`config.mk`:
```
export PLATFORM = sky130hd
export DESIGN_NAME = adc_bist_seq
export DESIGN_NICKNAME = d
export VERILOG_FILES = /design/src/rtl/adc_bist_pkg.sv /design/src/rtl/bist_phase_timer.sv /design/src/rtl/bist_stage_ptr.sv /design/src/rtl/adc_bist_seq.sv
export SDC_FILE = /design/constraint.sdc
export NUM_CORES = 1
export LEC_CHECK = 0
export ABC_AREA = 1
export BUFFER_PORTS_ARGS = -buffer_cell sky130_fd_sc_hd__buf_4
export CORE_ASPECT_RATIO = 0.5
export CORE_MARGIN = 1
export CORE_UTILIZATION = 49
export CTS_CLUSTER_SIZE = 24
export DETAILED_ROUTE_END_ITERATION = 8
export PLACE_DENSITY = 0.83
export SKIP_CTS_REPAIR_TIMING = 1
export SYNTH_ARGS = -nofsm -noshare
export SYNTH_HDL_FRONTEND = slang
export SYNTH_HIERARCHICAL = 1
export SYNTH_SLANG_ARGS = --single-unit
```
`constraint.sdc`:
```
create_clock -name clk -period 2.4 [get_ports clk]
set_input_delay 0.48 -clock clk [delete_from_list [all_inputs] [get_ports clk]]
set_output_delay 0.48 -clock clk [all_outputs]
set_load 0.01 [all_outputs]
```
`src/rtl/adc_bist_pkg.sv`:
```
package adc_bist_pkg;

    typedef enum logic [2:0] {
        ST_IDLE,
        ST_MONO,
        ST_GAIN,
        ST_GAIN_NX,
        ST_TCAL,
        ST_DLY,
        ST_DLY_NX,
        ST_FIN
    } bist_state_e;

    typedef enum logic [2:0] {
        PH_NONE = 3'd0,
        PH_MONO = 3'd1,
        PH_GAIN = 3'd2,
        PH_TCAL = 3'd3,
        PH_DLY  = 3'd4
    } phase_code_e;

endpackage

```
`src/rtl/bist_phase_timer.sv`:
```
module bist_phase_timer #(
    parameter int TW = 8
) (
    input  logic          clk,
    input  logic          rst_n,
    input  logic          clr,
    input  logic          en,
    input  logic [TW-1:0] limit,
    output logic          expired
);
    logic [TW-1:0] cnt_q;

    always_ff @(posedge clk or negedge rst_n) begin
        if (!rst_n) begin
            cnt_q <= '0;
        end else if (clr) begin
            cnt_q <= '0;
        end else if (en && !expired) begin
            cnt_q <= cnt_q + 1'b1;
        end
    end

    assign expired = en && (cnt_q == limit);

endmodule

```
`src/rtl/bist_stage_ptr.sv`:
```
module bist_stage_ptr #(
    parameter int NST = 4,
    localparam int SW = (NST > 1) ? $clog2(NST) : 1
) (
    input  logic           clk,
    input  logic           rst_n,
    input  logic           clr,
    input  logic           adv,
    output logic [SW-1:0]  idx,
    output logic [NST-1:0] sel,
    output logic           last
);
    localparam logic [SW-1:0] LAST_IDX = SW'(NST - 1);

    always_ff @(posedge clk or negedge rst_n) begin
        if (!rst_n) begin
            idx <= '0;
        end else if (clr) begin
            idx <= '0;
        end else if (adv && (idx != LAST_IDX)) begin
            idx <= idx + 1'b1;
        end
    end

    for (genvar g = 0; g < NST; g++) begin : g_sel
        assign sel[g] = (idx == SW'(g));
    end

    assign last = (idx == LAST_IDX);

endmodule

```
`src/rtl/adc_bist_seq.sv`:
```
module adc_bist_seq
    import adc_bist_pkg::*;
#(
    parameter int NST = 4,
    parameter int TW  = 8,
    localparam int SW = (NST > 1) ? $clog2(NST) : 1
) (
    input  logic           clk,
    input  logic           rst_n,
    input  logic           start,
    input  logic [TW-1:0]  timeout_limit,
    output logic           mono_req,
    input  logic           mono_done,
    input  logic           mono_pass,
    output logic           gain_req,
    input  logic           gain_done,
    input  logic           gain_pass,
    output logic           cal_req,
    input  logic           cal_ready,
    output logic           dly_req,
    input  logic           dly_done,
    input  logic           dly_pass,
    output logic [NST-1:0] stage_sel,
    output logic           hi_gain,
    output logic           gcal_en,
    output logic           busy,
    output logic           done,
    output logic           go,
    output logic [2:0]     fail_phase,
    output logic [SW-1:0]  fail_stage
);
    bist_state_e   state_q, state_d;
    logic          waiting;
    logic          expired;
    logic          ptr_clr, ptr_adv;
    logic [SW-1:0] idx;
    logic [NST-1:0] sel;
    logic          last;
    logic          rec_fail, rec_pass, rec_clear;
    phase_code_e   rec_code;

    assign waiting = (state_q == ST_MONO) || (state_q == ST_GAIN) ||
                     (state_q == ST_TCAL) || (state_q == ST_DLY);

    bist_phase_timer #(.TW(TW)) u_timer (
        .clk     (clk),
        .rst_n   (rst_n),
        .clr     (state_d != state_q),
        .en      (waiting),
        .limit   (timeout_limit),
        .expired (expired)
    );

    bist_stage_ptr #(.NST(NST)) u_ptr (
        .clk   (clk),
        .rst_n (rst_n),
        .clr   (ptr_clr),
        .adv   (ptr_adv),
        .idx   (idx),
        .sel   (sel),
        .last  (last)
    );

    // state register
    always_ff @(posedge clk or negedge rst_n) begin
        if (!rst_n) begin
            state_q <= ST_IDLE;
        end else begin
            state_q <= state_d;
        end
    end

    // next state and sequencing controls
    always_comb begin
        state_d   = state_q;
        ptr_clr   = 1'b0;
        ptr_adv   = 1'b0;
        rec_fail  = 1'b0;
        rec_pass  = 1'b0;
        rec_clear = 1'b0;
        rec_code  = PH_NONE;
        unique case (state_q)
            ST_IDLE: begin
                if (start) begin
                    state_d   = ST_MONO;
                    ptr_clr   = 1'b1;
                    rec_clear = 1'b1;
                end
            end
            ST_MONO: begin
                if (mono_done && mono_pass) begin
                    state_d = ST_GAIN;
                    ptr_clr = 1'b1;
                end else if (mono_done || expired) begin
                    state_d  = ST_FIN;
                    rec_fail = 1'b1;
                    rec_code = PH_MONO;
                end
            end
            ST_GAIN: begin
                if (gain_done && gain_pass) begin
                    if (last) begin
                        state_d = ST_TCAL;
                    end else begin
                        state_d = ST_GAIN_NX;
                        ptr_adv = 1'b1;
                    end
                end else if (gain_done || expired) begin
                    state_d  = ST_FIN;
                    rec_fail = 1'b1;
                    rec_code = PH_GAIN;
                end
            end
            ST_GAIN_NX: begin
                state_d = ST_GAIN;
            end
            ST_TCAL: begin
                if (cal_ready) begin
                    state_d = ST_DLY;
                    ptr_clr = 1'b1;
                end else if (expired) begin
                    state_d  = ST_FIN;
                    rec_fail = 1'b1;
                    rec_code = PH_TCAL;
                end
            end
            ST_DLY: begin
                if (dly_done && dly_pass) begin
                    if (last) begin
                        state_d  = ST_FIN;
                        rec_pass = 1'b1;
                    end else begin
                        state_d = ST_DLY_NX;
                        ptr_adv = 1'b1;
                    end
                end else if (dly_done || expired) begin
                    state_d  = ST_FIN;
                    rec_fail = 1'b1;
                    rec_code = PH_DLY;
                end
            end
            ST_DLY_NX: begin
                state_d = ST_DLY;
            end
            ST_FIN: begin
                state_d = ST_IDLE;
            end
            default: begin
                state_d = ST_IDLE;
            end
        endcase
    end

    // outputs decoded from state
    always_comb begin
        mono_req  = 1'b0;
        gain_req  = 1'b0;
        cal_req   = 1'b0;
        dly_req   = 1'b0;
        hi_gain   = 1'b0;
        stage_sel = '0;
        gcal_en   = 1'b1;
        busy      = 1'b1;
        done      = 1'b0;
        unique case (state_q)
            ST_IDLE:    busy = 1'b0;
            ST_MONO:    mono_req = 1'b1;
            ST_GAIN: begin
                gain_req  = 1'b1;
                stage_sel = sel;
                gcal_en   = 1'b0;
            end
            ST_GAIN_NX: begin
                stage_sel = sel;
                gcal_en   = 1'b0;
            end
            ST_TCAL:    cal_req = 1'b1;
            ST_DLY: begin
                dly_req   = 1'b1;
                hi_gain   = 1'b1;
                stage_sel = sel;
            end
            ST_DLY_NX:  stage_sel = sel;
            ST_FIN:     done = 1'b1;
            default:    busy = 1'b1;
        endcase
    end

    // sticky results
    always_ff @(posedge clk or negedge rst_n) begin
        if (!rst_n) begin
            go         <= 1'b0;
            fail_phase <= PH_NONE;
            fail_stage <= '0;
        end else if (rec_clear) begin
            go         <= 1'b0;
            fail_phase <= PH_NONE;
            fail_stage <= '0;
        end else if (rec_fail) begin
            fail_phase <= rec_code;
            fail_stage <= ((rec_code == PH_GAIN) || (rec_code == PH_DLY)) ? idx : '0;
        end else if (rec_pass) begin
            go <= 1'b1;
        end
    end

endmodule

```
* After elaboration in Yosys (flattened, before gate mapping)
Cells that the tools add are included.
** Storage, ports and cells
- Flip-flop bits (word level) :: 19
- Input port bits :: 18
- Output and inout bits :: 18
- Word-level logic and storage cells :: 109
** Operators by class
- Add/subtract/negate cells :: 2
- Eq/ne operators :: 16
- Mux-type cells :: 62
- Reduce and logical (&&, ||, !) cells :: 23
** Operators with widths (number)
- two-way mux 3 bit :: 14
- two-way mux 1 bit :: 31
- one-hot mux 3 bit (8 select lines) :: 1
- two-way mux 2 bit :: 9
- two-way mux 8 bit :: 2
- == test 3 bit (second input constant) :: 5
- one-hot mux 3 bit (4 select lines) :: 1
- == test 3 x 2 -> 1 bit (second input constant) :: 3
- adder 8 x 1 -> 8 bit (second input constant) :: 1
- == test 8 bit :: 1
- nonzero test 2 bit :: 4
- logical OR 1 bit :: 7
- logical AND 1 bit :: 6
- == test 2 bit (second input constant) :: 2
- two-way mux 4 bit :: 1
- one-hot mux 1 bit (4 select lines) :: 1
- OR reduction 4 bit :: 1
- == test 3 x 1 -> 1 bit (second input constant) :: 1
- logical NOT 3 bit :: 1
- != test 3 bit :: 1
- one-hot mux 1 bit (3 select lines) :: 1
- adder 2 x 1 -> 2 bit (second input constant) :: 1
- == test 2 x 1 -> 1 bit (second input constant) :: 1
- logical NOT 2 bit :: 1
- 6 further kinds :: 6

* Depth between registers and ports, before layout
Gate-level depths: netlist of the first run.
- Word-level depth :: 14
- Gate-level depth with buffers :: 20
- Depth with buffers taken out :: 18

* By module
The synthesis of the first run kept the hierarchy.
** Modules (own cells, without submodules)
- adc_bist_seq :: times used 1, cells an instance 113, area each 710.7 µm², seq. area each 225.2 µm²
- bist_phase_timer :: times used 1, cells an instance 103, area each 688.2 µm², seq. area each 200.2 µm²
- bist_stage_ptr :: times used 1, cells an instance 19, area each 158.9 µm², seq. area each 50.0 µm²

* Worst setup path before layout of the first run
Ideal clock, no wire load.
- Path type :: reg-to-reg
- From :: register state_q[2]
- To :: register u_timer.cnt_q[6]
- Setup time :: 66 ps
- Arrival time :: 2358 ps
- Required time :: 2334 ps
- Slack :: -23 ps
- Cell stages (with the launch flop) :: 19
- Buffers on the path :: 2
- Clock period less this slack :: 2423 ps
- Cells stage by stage :: dfrtp_1 > inv_2 > nor2_2 > inv_1 > nand3_1 > buf_2 > inv_1 > nor2_1 > inv_1 > nand2_1 > nand3_1 > nand3_1 > nor3_1 > nor2_1 > nand2_1 > inv_1 > clkbuf_4 > nand4_1 > nand2_1
** Between the ends
- Cells in the longest elaborated chain, start to end :: 11
- Elaborated cells between the ends (all ways) :: 30
- Classes of those cells :: eq/ne (8); mux (11); reduce/logical (11)
** RTL lines
- from (decl) :: line adc_bist_seq.sv:32 : bist_state_e state_q, state_d;
- from (signal assigned) :: line adc_bist_seq.sv:69 : state_q <= state_d;
- == test 3 x 1 -> 1 bit / == test 3 x 2 -> 1 bit (equally long branches) :: line adc_bist_seq.sv:42 : assign waiting = (state_q == ST_MONO) || (state_q == ST_GAIN) ||
- logical OR 1 bit (2 in series) :: line adc_bist_seq.sv:42
- logical OR 1 bit (*) :: line adc_bist_seq.sv:43 : (state_q == ST_TCAL) || (state_q == ST_DLY);
- via waiting :: line adc_bist_seq.sv:33 : logic waiting;
- logical AND 1 bit (*) :: line bist_phase_timer.sv:23 : assign expired = en && (cnt_q == limit);
- via expired :: line adc_bist_seq.sv:34 : logic expired;
- logical OR 1 bit (on tied branches) :: line adc_bist_seq.sv:136, adc_bist_seq.sv:94, adc_bist_seq.sv:108
- two-way mux 3 bit (on tied branches) :: line adc_bist_seq.sv:136, adc_bist_seq.sv:94, adc_bist_seq.sv:108
- two-way mux 3 bit (on tied branches) :: line adc_bist_seq.sv:128, adc_bist_seq.sv:91, adc_bist_seq.sv:101
- one-hot mux 3 bit (8 select lines) :: line adc_bist_seq.sv:82 : unique case (state_q)
- != test 3 bit :: line adc_bist_seq.sv:48 : .clr (state_d != state_q),
- two-way mux 8 bit / nonzero test 2 bit (equally long branches)
- to (signal assigned) :: line bist_phase_timer.sv:19 : cnt_q <= cnt_q + 1'b1;
- to (decl) :: line bist_phase_timer.sv:11 : logic [TW-1:0] cnt_q;
Mark *: on every way through the listed nets, which the timed path passes. The rest lies on a longest branch.
A chain may end at the register's enable or synchronous reset.

* Worst setup path after layout of the first run
- From :: register state_q[1]
- To :: register u_timer.cnt_q[6]
The elaborated chain is that of the path after synthesis.

==> qor.txt, run 1 <==
TNS Setup: 0 ps
DR WL/cell: 11.6 um
CTS H-Tree Depth: 1
Largest family of logic cells by synthesized area: simple AND/OR/NAND/NOR gates
Root Buffer: clkbuf_8
Die ar.: 0.00342 mm2
Sink Count: 19
Largest net degree at the start of global routing: 20
Area growth syn-to-layout: 28.9%
Critical path, cell by cell: nand2_2 > nor2_4 > nor2_2 > nand3_2 > inv_1 > nor2_4 > nor2_1 > nand2_1 > nand2_1 > nor2_1 > nor2_1 > nand4_1 > nand2_1 > nand2_1 > inv_1 > buf_12 > nand4_1 > nand2_1
F_max: 448 MHz
Hold Path Class: in -> async
Startpoint Class: register
Fin crit share: 0.930
Post-synthesis mux area share: 0
Initial Util: 0.517
Core area: 0.00301 mm2
Gr ovfl total: 0
Critical path arrival: 2430 ps
Remaining antenna violation count: 0
Maxcap violations: 0
Syn nets: 258
DRC viols: 0
Nets: 305
Critical path's largest stage delay: 470 ps
Clock latency on the worst-skew pair: 250 ps
Compound-cell area share of the yosys netlist: 0.0369
Clock transition at path regs: 70 ps
Via/cell ratio: 5.03
GRT Total Usage: 0.230
Clock Tree Buf Depth: 2
Iteration-0 DRC count of the detailed router: 96
Post-synthesis sequential area ratio: 0.305
Clock Skew: 1.36 ps
Post-Synth Adder-Cell Area: 0.0402
PortBufs: 35
Ys Warns: 6
Unrepaired setup endpoints after global routing: false
Cell taking the most area after synthesis: dfrtp_1
Reg2Reg Setup Slack: 170 ps
PwrDens: 1020 mW/mm2
Pleak: 1.19 nW
Pre-Repair DR Iteration Count: 4
First-pass GRT wire length: 6000 um
# IOs: 36
Worst slew margin: 0.713
Slew @ Worst Pin: 427 ps
Final Critical Period: 2230 ps
Chip width: 81.7 um
WP data required: 2600 ps
Post-synthesis simple-gate area fraction: 0.476
Top cell by count, worst path: nand2_1
Share of cells above drive strength 1: 0.288
Final Hold Slack: 84.5 ps
Antenna diode count: 0
CTS tree: done
Synth unique cells: 27
Setup CP Type: reg -> reg
Vias after detailed routing: 1616
Final hold vios: 0
Die Y: 41.9 um
Gp weighted congestion: 0.982
Mapped Cells: 235
Num CTS Buffers: 3
Mapped cell area: 0.00156 mm2
Pwr Total: 2.04 mW
Largest cells by area after synthesis: dfrtp_1, nand2_1, inv_1
Share of the synthesized area in the top cell type: 0.305
Final instance area: 0.00201 mm2
# rows: 14
Setup crit end kind: register
Post-synthesis sequential element count: 19
Initial antenna violation count: 0
Maximum vdd drop: 0.632 mV
Status: complete, no violations
Vias in the first global route: 1389
Routed wire length: 3720 um
Detailed placer's ending HPWL: 2950 um
Placed instance area: 0.00192 mm2
Worst-path fanout max: 16
Highest-delay cell along the critical path: dfrtp_2
Final Setup Violations: 0
XOR/XNOR share of the synthesized area: 0.0225
Post-Syn Area per Cell: 6.63 um2
Max-slew violation count: 0
## cells in the final DEF, fill, tap and decap left out, types with 2 or more instances in the layout
master     n
nor3_1     3
nand2_1   72
dfrtp_2    2
nand2_2    6
inv_1     37
dfrtp_1   17
buf_4     45
o221ai_1   2
nand3_2    6
nand4_1   11
xnor2_1    3
inv_2      4
nor2_4     5
clkbuf_8   3
a21oi_1    2
nor2_1    21
ha_1       5
nor2_2     5
nand3_1   21
## metrics by stage
step / std cells / setup slack, ps / utilization
after global placement: 315 / 110 / 0.638
after detailed placement: 315 / 38.5 / 0.638
after CTS: 319 / 12.7 / 0.653
after floorplan: 235 / 34.2 / -
after global routing: 321 / 6.12 / 0.667
final: 321 / 168 / 0.667
## Yosys cell counts
master    number
clkbuf_4       1
xnor2_1        3
nand3_1       22
nor3_1         3
nand2_8        1
o21ai_0        1
buf_4          2
o21ai_2        1
a21oi_1        2
dfrtp_1       19
nand2_2        6
nand3_2        5
buf_2          1
nand2_4        1
nand4_1       11
nor2_2         5
o221ai_1       2
ha_1           5
xor2_1         1
o21a_1         1
inv_1         37
a22o_1         1
inv_2          5
nor2_4         3
nor2_1        23
nand2_1       72
nand3b_1       1
## worst paths after layout
check / startpoint / end / depth (start not counted)
setup / recovery: state_q[1] / u_timer/cnt_q[6] / 18
hold / removal: rst_n / u_timer/cnt_q[7] / 1
setup reg to reg: state_q[1] / u_timer/cnt_q[6] / 18
hold reg to reg: fail_stage[0] / fail_stage[0] / 2
max in group asynchronous: rst_n / state_q[2] / 1
min in group clk: fail_stage[0] / fail_stage[0] / 2
## critical path, delay by kind of cell (launching register included)
family	cells	cell delay, ps
simple gates	15	1360
flops	1	470
buf+inv	3	340
## sequential cells by signal, indices dropped and copies added (netlist names)
register	count
fail_phase	3
fail_stage	2
go	1
state_q	3
u_ptr/idx	2
u_timer/cnt_q	8
## where the power goes
| group | leakage (nW) | switching, mW | total [mW] | internal (mW) |
|---|---|---|---|---|
| registers | 0.254 | 0.0914 | 0.489 | 0.397 |
| clock network | 0.0228 | 0.104 | 0.222 | 0.118 |
| logic | 0.909 | 0.778 | 1.33 | 0.553 |
## per-layer routing
metal  vias to the layer above  global-route usage  share of wire  wire length (um)
li1                        831                   -              -                 -
met1                       710               0.298           0.45              1660
met2                        69               0.400           0.48              1790
met3                         6              0.0374          0.066               247
met4                         0              0.0526         0.0064                24
met5                         -                   0              0                 0
## final cells by class
type | count | area, um2
clock buffers | 4 | 45.0
fillers | 258 | 1000
inverters | 42 | 160
multi-input cells | 170 | 917
flip-flops and latches | 19 | 478
well taps | 40 | 50.0
repair buffers | 46 | 358
## cells by family after synthesis
kind of cell,Yosys count
compound gates,8
fa+ha+maj,5
buf+inv,46
xor+xnor,4
flops,19
simple gates,153
No activity file was read; power rests on OpenSTA's default activity.
==> run 2, diff against run 1 <==
--- a/config.mk
+++ b/config.mk
@@ -7,14 +7,15 @@
 export LEC_CHECK = 0
 export ABC_AREA = 1
 export BUFFER_PORTS_ARGS = -buffer_cell sky130_fd_sc_hd__buf_4
+export CAP_MARGIN = 30
 export CORE_ASPECT_RATIO = 0.5
 export CORE_MARGIN = 1
-export CORE_UTILIZATION = 49
+export CORE_UTILIZATION = 48
 export CTS_CLUSTER_SIZE = 24
 export DETAILED_ROUTE_END_ITERATION = 8
-export PLACE_DENSITY = 0.83
+export PLACE_DENSITY = 0.82
+export REMOVE_ABC_BUFFERS = 1
 export SKIP_CTS_REPAIR_TIMING = 1
 export SYNTH_ARGS = -nofsm -noshare
 export SYNTH_HDL_FRONTEND = slang
-export SYNTH_HIERARCHICAL = 1
 export SYNTH_SLANG_ARGS = --single-unit
==> qor.txt, run 2 <==
First-pass GRT wire length: 5160 um (-14%)
Pleak: 1.03 nW (-13%)
Largest cells by area after synthesis: dfrtp_1, nand2_1, inv_1
Clock transition at path regs: 70 ps (about the same)
# IOs: 36 (unchanged)
Remaining antenna violation count: 0 (unchanged)
CTS H-Tree Depth: 1 (unchanged)
Commonest non-fill, non-tap cell in the layout: nand2_1
Max reg flops: 8 (unchanged)
Final hold vios: 0 (unchanged)
Cell taking the most area after synthesis: dfrtp_1
Largest family of logic cells by synthesized area: simple AND/OR/NAND/NOR gates
Ys async rst share: 1.00 (unchanged)
Internal: 0.934 mW (-13%)
Worst-path fanout max: 6 (-10)
Unrepaired setup endpoints after global routing: false
Fin crit share: 0.875 (-0.0549)
Gr ovfl total: 0 (unchanged)
Via/cell ratio: 4.81 (-4.5%)
Fillcell total: 260 (+0.78%)
Num CTS Buffers: 3 (unchanged)
Final Instance Count excl. Fillers: 280 (-13%)
Vias in the first global route: 1243 (-11%)
Slew @ Worst Pin: 364 ps (-62.9 ps)
Placed cell count: 276 (-12%)
Status: complete, no violations
Number of synthesized flops with an enable pin: 0 (unchanged)
Initial antenna violation count: 0 (unchanged)
Most numerous cell in the Yosys netlist: nand2_1
Critical path arrival: 1620 ps (-810 ps)
Routed wire length: 3080 um (-17%)
Flop pwr share: 0.268 (+0.029)
Mapped cell area: 0.00150 mm2 (-3.9%)
Switching Share: 0.485 (+0.00809)
Maxcap violations: 0 (unchanged)
Share of cells above drive strength 1: 0.300 (+0.0122)
CTS tree: done
Max-slew violation count: 0 (unchanged)
Share of the synthesized area in the top cell type: 0.317 (+0.0122)
P_sw: 0.879 mW (-9.7%)
Antenna diode count: 0 (unchanged)
GRT Total Usage: 0.200 (-0.0303)
Clock Skew: 5.61 ps (+4.25 ps)
Root Buffer: clkbuf_8
Biggest register: u_timer.cnt_q
Critical path's largest stage delay: 450 ps (-20 ps)
Core area: 0.00277 mm2 (-8.2%)
DRC viols: 0 (unchanged)
Setup CP Type: reg -> out
Final Setup Violations: 0 (unchanged)
Critical path, cell by cell: inv_2 > nor2_1 > nand2_1 > nand3_1 > nand2_1 > inv_1 > buf_4
Clock Power Share: 0.122 (+0.013)
Vias after detailed routing: 1346 (-17%)
Nets: 267 (-12%)
Combinational share of power: 0.610 (-0.042)
Chip width: 81.0 um (-0.91%)
Startpoint Class: register
Final Critical Period: 2100 ps (-132 ps)
Post-Synth Adder-Cell Area: 0.0418 (+0.00161)
Largest net degree at the start of global routing: 20 (unchanged)
Post-synth top flop: dfrtp_1
Worst slew margin: 0.756 (+0.0427)
Top flop regs: u_timer.cnt_q (8), fail_phase (3), state_q (3)
Setup crit end kind: output pin
Detailed placer's ending HPWL: 2480 um (-16%)
Top cell by count, worst path: nand2_1
Highest-delay cell along the critical path: dfrtp_1
PwrDens: 987 mW/mm2 (-2.9%)
Post-Syn Area per Cell: 7.27 um2 (+9.7%)
Mapped Cells: 206 (-12%)
Pre-Repair DR Iteration Count: 4 (unchanged)
Post-synthesis simple-gate area fraction: 0.355 (-0.121)
TNS Setup: 0 ps (unchanged)
Clock latency on the worst-skew pair: 260 ps (about the same)
Post-synthesis mux area share: 0 (unchanged)
Synth top cells by count: nand2_1, inv_1, dfrtp_1
Iteration-0 DRC count of the detailed router: 57 (-41%)
DR WL/cell: 11.0 um (-5.0%)
Ys Warns: 0 (-6)
Post-synthesis sequential element count: 19 (unchanged)
F_max: 476 MHz (+6.3%)
Compound-cell area share of the yosys netlist: 0.0877 (+0.0508)
PortBufs: 35 (unchanged)
Hold Path Class: in -> async
Post-synthesis sequential area ratio: 0.317 (+0.0122)
CP delay by family, top: simple AND/OR/NAND/NOR gates
Gp weighted congestion: 0.972 (-1.0%)
CP bufs+invs: 3 (unchanged)
Clock Tree Buf Depth: 2 (unchanged)
Die Y: 41.5 um (-0.88%)
# rows: 13 (-1)
Sink Count: 19 (unchanged)
Die ar.: 0.00336 mm2 (-1.8%)
WP data required: 1920 ps (-680 ps)
XOR/XNOR share of the synthesized area: 0.0760 (+0.0535)
Area growth syn-to-layout: 22.6%
Synth unique cells: 28 (+3.7%)
Initial Util: 0.542 (+0.0246)
Maximum vdd drop: 0.475 mV (-25%)
Most frequent cells in the layout: nand2_1, inv_1, buf_4
-- run 2: cell types whose count changed after synthesis, sizes merged, moves of 2 or more --
| cell | previous run | this run |
|---|---|---|
| o221ai | 2 | 0 |
| inv | 42 | 44 |
| nand4 | 11 | 3 |
| nand2 | 80 | 59 |
| nor2 | 31 | 27 |
| nand3 | 27 | 13 |
| a21oi | 2 | 9 |
| o21ai | 2 | 5 |
| xor2 | 1 | 6 |
| xnor2 | 3 | 7 |
-- run 2: logic make-up after synthesis --
group                      after synthesis
buffers and inverters                   46
DFF                                     19
and+or+nand+nor                        106
xor gates and xnor gates                13
AOI/OAI and AO/OA                       17
adders and majority gates                5
-- run 2: path summary, 6_finish.rpt --
path,start,endpoint,cells past startpoint,slack [ps]
setup / recovery,state_q[0],stage_sel[0],7,300
hold / removal,rst_n,go,1,80
setup reg to reg,state_q[0],u_timer.cnt_q[4],13,470
hold reg to reg,fail_phase[2],fail_phase[2],2,500
max in group asynchronous,rst_n,u_timer.cnt_q[5],1,2110
min in group clk,fail_phase[2],fail_phase[2],2,500
-- run 2: layout make-up --
cell class | instances | area, um2 | area share
Clock buffer | 4 | 45.0 | 0.0245
Sequential cell | 19 | 475 | 0.259
Timing Repair Buffer | 35 | 263 | 0.143
Tap cell | 37 | 46.3 | 0.0252
Inverter | 44 | 168 | 0.0913
Multi-Input combinational cell | 141 | 840 | 0.457
-- run 2: through the flow --
step	power [mW]	instance area [um2]	setup slack, ps	util	hold slack [ps]
6_report	1.81	1840	299	0.664	85.0
5_1_grt	1.98	1840	197	0.664	97.9
4_1_cts	1.83	1840	329	0.664	93.8
3_5_place_dp	1.60	1790	406	0.648	373
3_3_place_gp	1.57	1790	458	0.648	366
2_1_floorplan	1.26	1480	661	-	184
-- run 2: per-layer routing --
| metal | vias to the layer above | share of wire | track usage | routed length [um] |
|---|---|---|---|---|
| li1 | 698 | - | - | - |
| met1 | 605 | 0.45 | 0.254 | 1380 |
| met2 | 37 | 0.47 | 0.336 | 1460 |
| met3 | 6 | 0.067 | 0.0484 | 207 |
| met4 | 0 | 0.013 | 0.0571 | 41 |
| met5 | - | 0 | 0 | 0 |
-- run 2: power groups by stage --
| stage | combinational (mW) | clock, mW | sequential, mW |
|---|---|---|---|
| global route | 1.23 | 0.246 | 0.498 |
| detailed placement | 1.11 | 0 | 0.490 |
| floorplan | 0.773 | 0 | 0.488 |
| finish | 1.11 | 0.221 | 0.486 |
| CTS | 1.12 | 0.229 | 0.484 |
| global placement | 1.08 | 0 | 0.488 |
==> run 3, diff against run 2 <==
--- a/config.mk
+++ b/config.mk
@@ -13,9 +13,10 @@
 export CORE_UTILIZATION = 48
 export CTS_CLUSTER_SIZE = 24
 export DETAILED_ROUTE_END_ITERATION = 8
-export PLACE_DENSITY = 0.82
+export PLACE_DENSITY_LB_ADDON = 0.15
 export REMOVE_ABC_BUFFERS = 1
 export SKIP_CTS_REPAIR_TIMING = 1
+export SKIP_LAST_GASP = 1
 export SYNTH_ARGS = -nofsm -noshare
 export SYNTH_HDL_FRONTEND = slang
 export SYNTH_SLANG_ARGS = --single-unit
==> qor.txt, run 3 (synthesized netlist as in run 2, its figures left out) <==
Status: complete, no violations
Worst R2R End: u_timer.cnt_q[0]
PwrDens: 985 mW/mm2 (-0.17%)
Max reg flops: 8 (unchanged)
Dpl ws: 389 ps (-17.2 ps)
Detailed placer's ending HPWL: 2520 um (+1.4%)
Hold Path Class: in -> async
Initial antenna violation count: 0 (unchanged)
Clock Power Share: 0.122 (about the same)
GRT Total Usage: 0.206 (+0.00691)
DR WL/cell: 11.0 um (-0.32%)
Final Setup Violations: 0 (unchanged)
Pwr Total: 1.81 mW (-0.17%)
P_sw: 0.876 mW (-0.33%)
CTS H-Tree Depth: 1 (unchanged)
Fin crit share: 0.862 (-0.0137)
Final Critical Period: 2070 ps (-32.8 ps)
Nets: 267 (unchanged)
Commonest non-fill, non-tap cell in the layout: nand2_1
Reg-to-reg startpoint: state_q[1]
Share of cells above drive strength 1: 0.300 (unchanged)
Multi-input gate area: 840 um2 (unchanged)
# IOs: 36 (unchanged)
Area growth syn-to-layout: 22.6% (unchanged)
Die ar.: 0.00336 mm2 (unchanged)
Worst slew margin: 0.739 (-0.0169)
Clock latency on the worst-skew pair: 250 ps (about the same)
Gp weighted congestion: 0.978 (+0.67%)
Reg area: 475 um2 (unchanged)
Final hold vios: 0 (unchanged)
Combinational share of power: 0.609 (about the same)
Num CTS Buffers: 3 (unchanged)
Critical path, cell by cell: inv_2 > nor2_1 > nand2_1 > nand3_1 > nand2_1 > inv_1 > buf_4
DRC viols: 0 (unchanged)
CTS tree: done
PnR worst setup slack: 332 ps (+32.8 ps)
WP data required: 1920 ps (about the same)
Placed instance area: 0.00179 mm2 (unchanged)
Reg2Reg Depth: 13 (unchanged)
TNS Setup: 0 ps (unchanged)
Setup CP Type: reg -> out
Clock Skew: 7.51 ps (+1.90 ps)
Final Hold Slack: 83.4 ps (-1.59 ps)
Initial Util: 0.542 (unchanged)
First-pass GRT wire length: 5410 um (+4.8%)
Final instance area: 0.00184 mm2 (unchanged)
Iteration-0 DRC count of the detailed router: 34 (-40%)
Most frequent cells in the layout: nand2_1, inv_1, buf_4
F_max: 484 MHz (+1.6%)
Fillcell total: 253 (-2.7%)
Reg2Reg Setup Slack: 500 ps (+30 ps)
Internal: 0.934 mW (about the same)
Max-slew violation count: 0 (unchanged)
Clock Tree Buf Depth: 2 (unchanged)
Crit path from: state_q[0]
Slew @ Worst Pin: 388 ps (+24.5 ps)
Placed cell count: 276 (unchanged)
Remaining antenna violation count: 0 (unchanged)
Top cell by count, worst path: nand2_1
Util after Layout: 0.664 (unchanged)
Setup crit end kind: output pin
Pre-Repair DR Iteration Count: 4 (unchanged)
Pleak: 1.03 nW (unchanged)
Final Instance Count excl. Fillers: 280 (unchanged)
Die Y: 41.5 um (unchanged)
Maxcap violations: 0 (unchanged)
Switching Share: 0.484 (-0.000749)
Routed wire length: 3070 um (-0.32%)
# rows: 13 (unchanged)
Largest net degree at the start of global routing: 20 (unchanged)
Clock transition at path regs: 70 ps (about the same)
Top flop regs: u_timer.cnt_q (8), fail_phase (3), state_q (3)
Biggest register: u_timer.cnt_q
Vias in the first global route: 1321 (+6.3%)
Sink Count: 19 (unchanged)
Antenna diode count: 0 (unchanged)
Flop pwr share: 0.269 (about the same)
Root Buffer: clkbuf_8
PortBufs: 35 (unchanged)
Gr ovfl total: 0 (unchanged)
Critical path's largest stage delay: 430 ps (-20 ps)
Crit path to: stage_sel[0]
Via/cell ratio: 4.75 (-1.2%)
Highest-delay cell along the critical path: dfrtp_1
Vias after detailed routing: 1330 (-1.2%)
Chip width: 81.0 um (unchanged)
Core area: 0.00277 mm2 (unchanged)
Startpoint Class: register
Worst-path fanout max: 6 (unchanged)
Unrepaired setup endpoints after global routing: false
Critical path arrival: 1590 ps (-30 ps)
Maximum vdd drop: 0.508 mV (+6.9%)
[run 3: final cells by class]
class,count,area share
Clock buffer,4,0.0245
Timing Repair Buffer,35,0.143
Inverter,44,0.0913
Sequential cell,19,0.259
Tap cell,37,0.0252
Multi-Input combinational cell,141,0.457
[run 3: critical path, delay by kind of cell (launching register included)]
| family | cells | cell delay (ps) |
|---|---|---|
| simple gates | 4 | 650 |
| buf+inv | 3 | 260 |
| flops | 1 | 430 |
[run 3: worst min path at each step]
stage / slack (ps) / depth (start not counted) / end
floorplan: 180 / 0 / fail_phase[0]
global placement: 370 / 1 / u_ptr.idx[1]
detailed placement: 370 / 1 / u_ptr.idx[1]
CTS: 100 / 1 / u_ptr.idx[1]
global route: 100 / 1 / u_ptr.idx[1]
finish: 80 / 1 / u_ptr.idx[1]
[run 3: per-layer routing]
| layer | vias to the layer above | GRT usage | part of all wire |
|---|---|---|---|
| met3 | 2 | 0.0527 | 0.048 |
| met1 | 603 | 0.266 | 0.48 |
| met4 | 0 | 0.0393 | 0.0023 |
| li1 | 698 | - | - |
| met2 | 27 | 0.351 | 0.47 |
| met5 | - | 0 | 0 |
[run 3: power groups by stage]
stage | Sequential (mW) | Combinational [mW] | Clock (mW)
2_1_floorplan | 0.488 | 0.773 | 0
3_3_place_gp | 0.490 | 1.08 | 0
3_5_place_dp | 0.489 | 1.11 | 0
4_1_cts | 0.485 | 1.11 | 0.228
5_1_grt | 0.498 | 1.22 | 0.242
6_report | 0.486 | 1.10 | 0.221
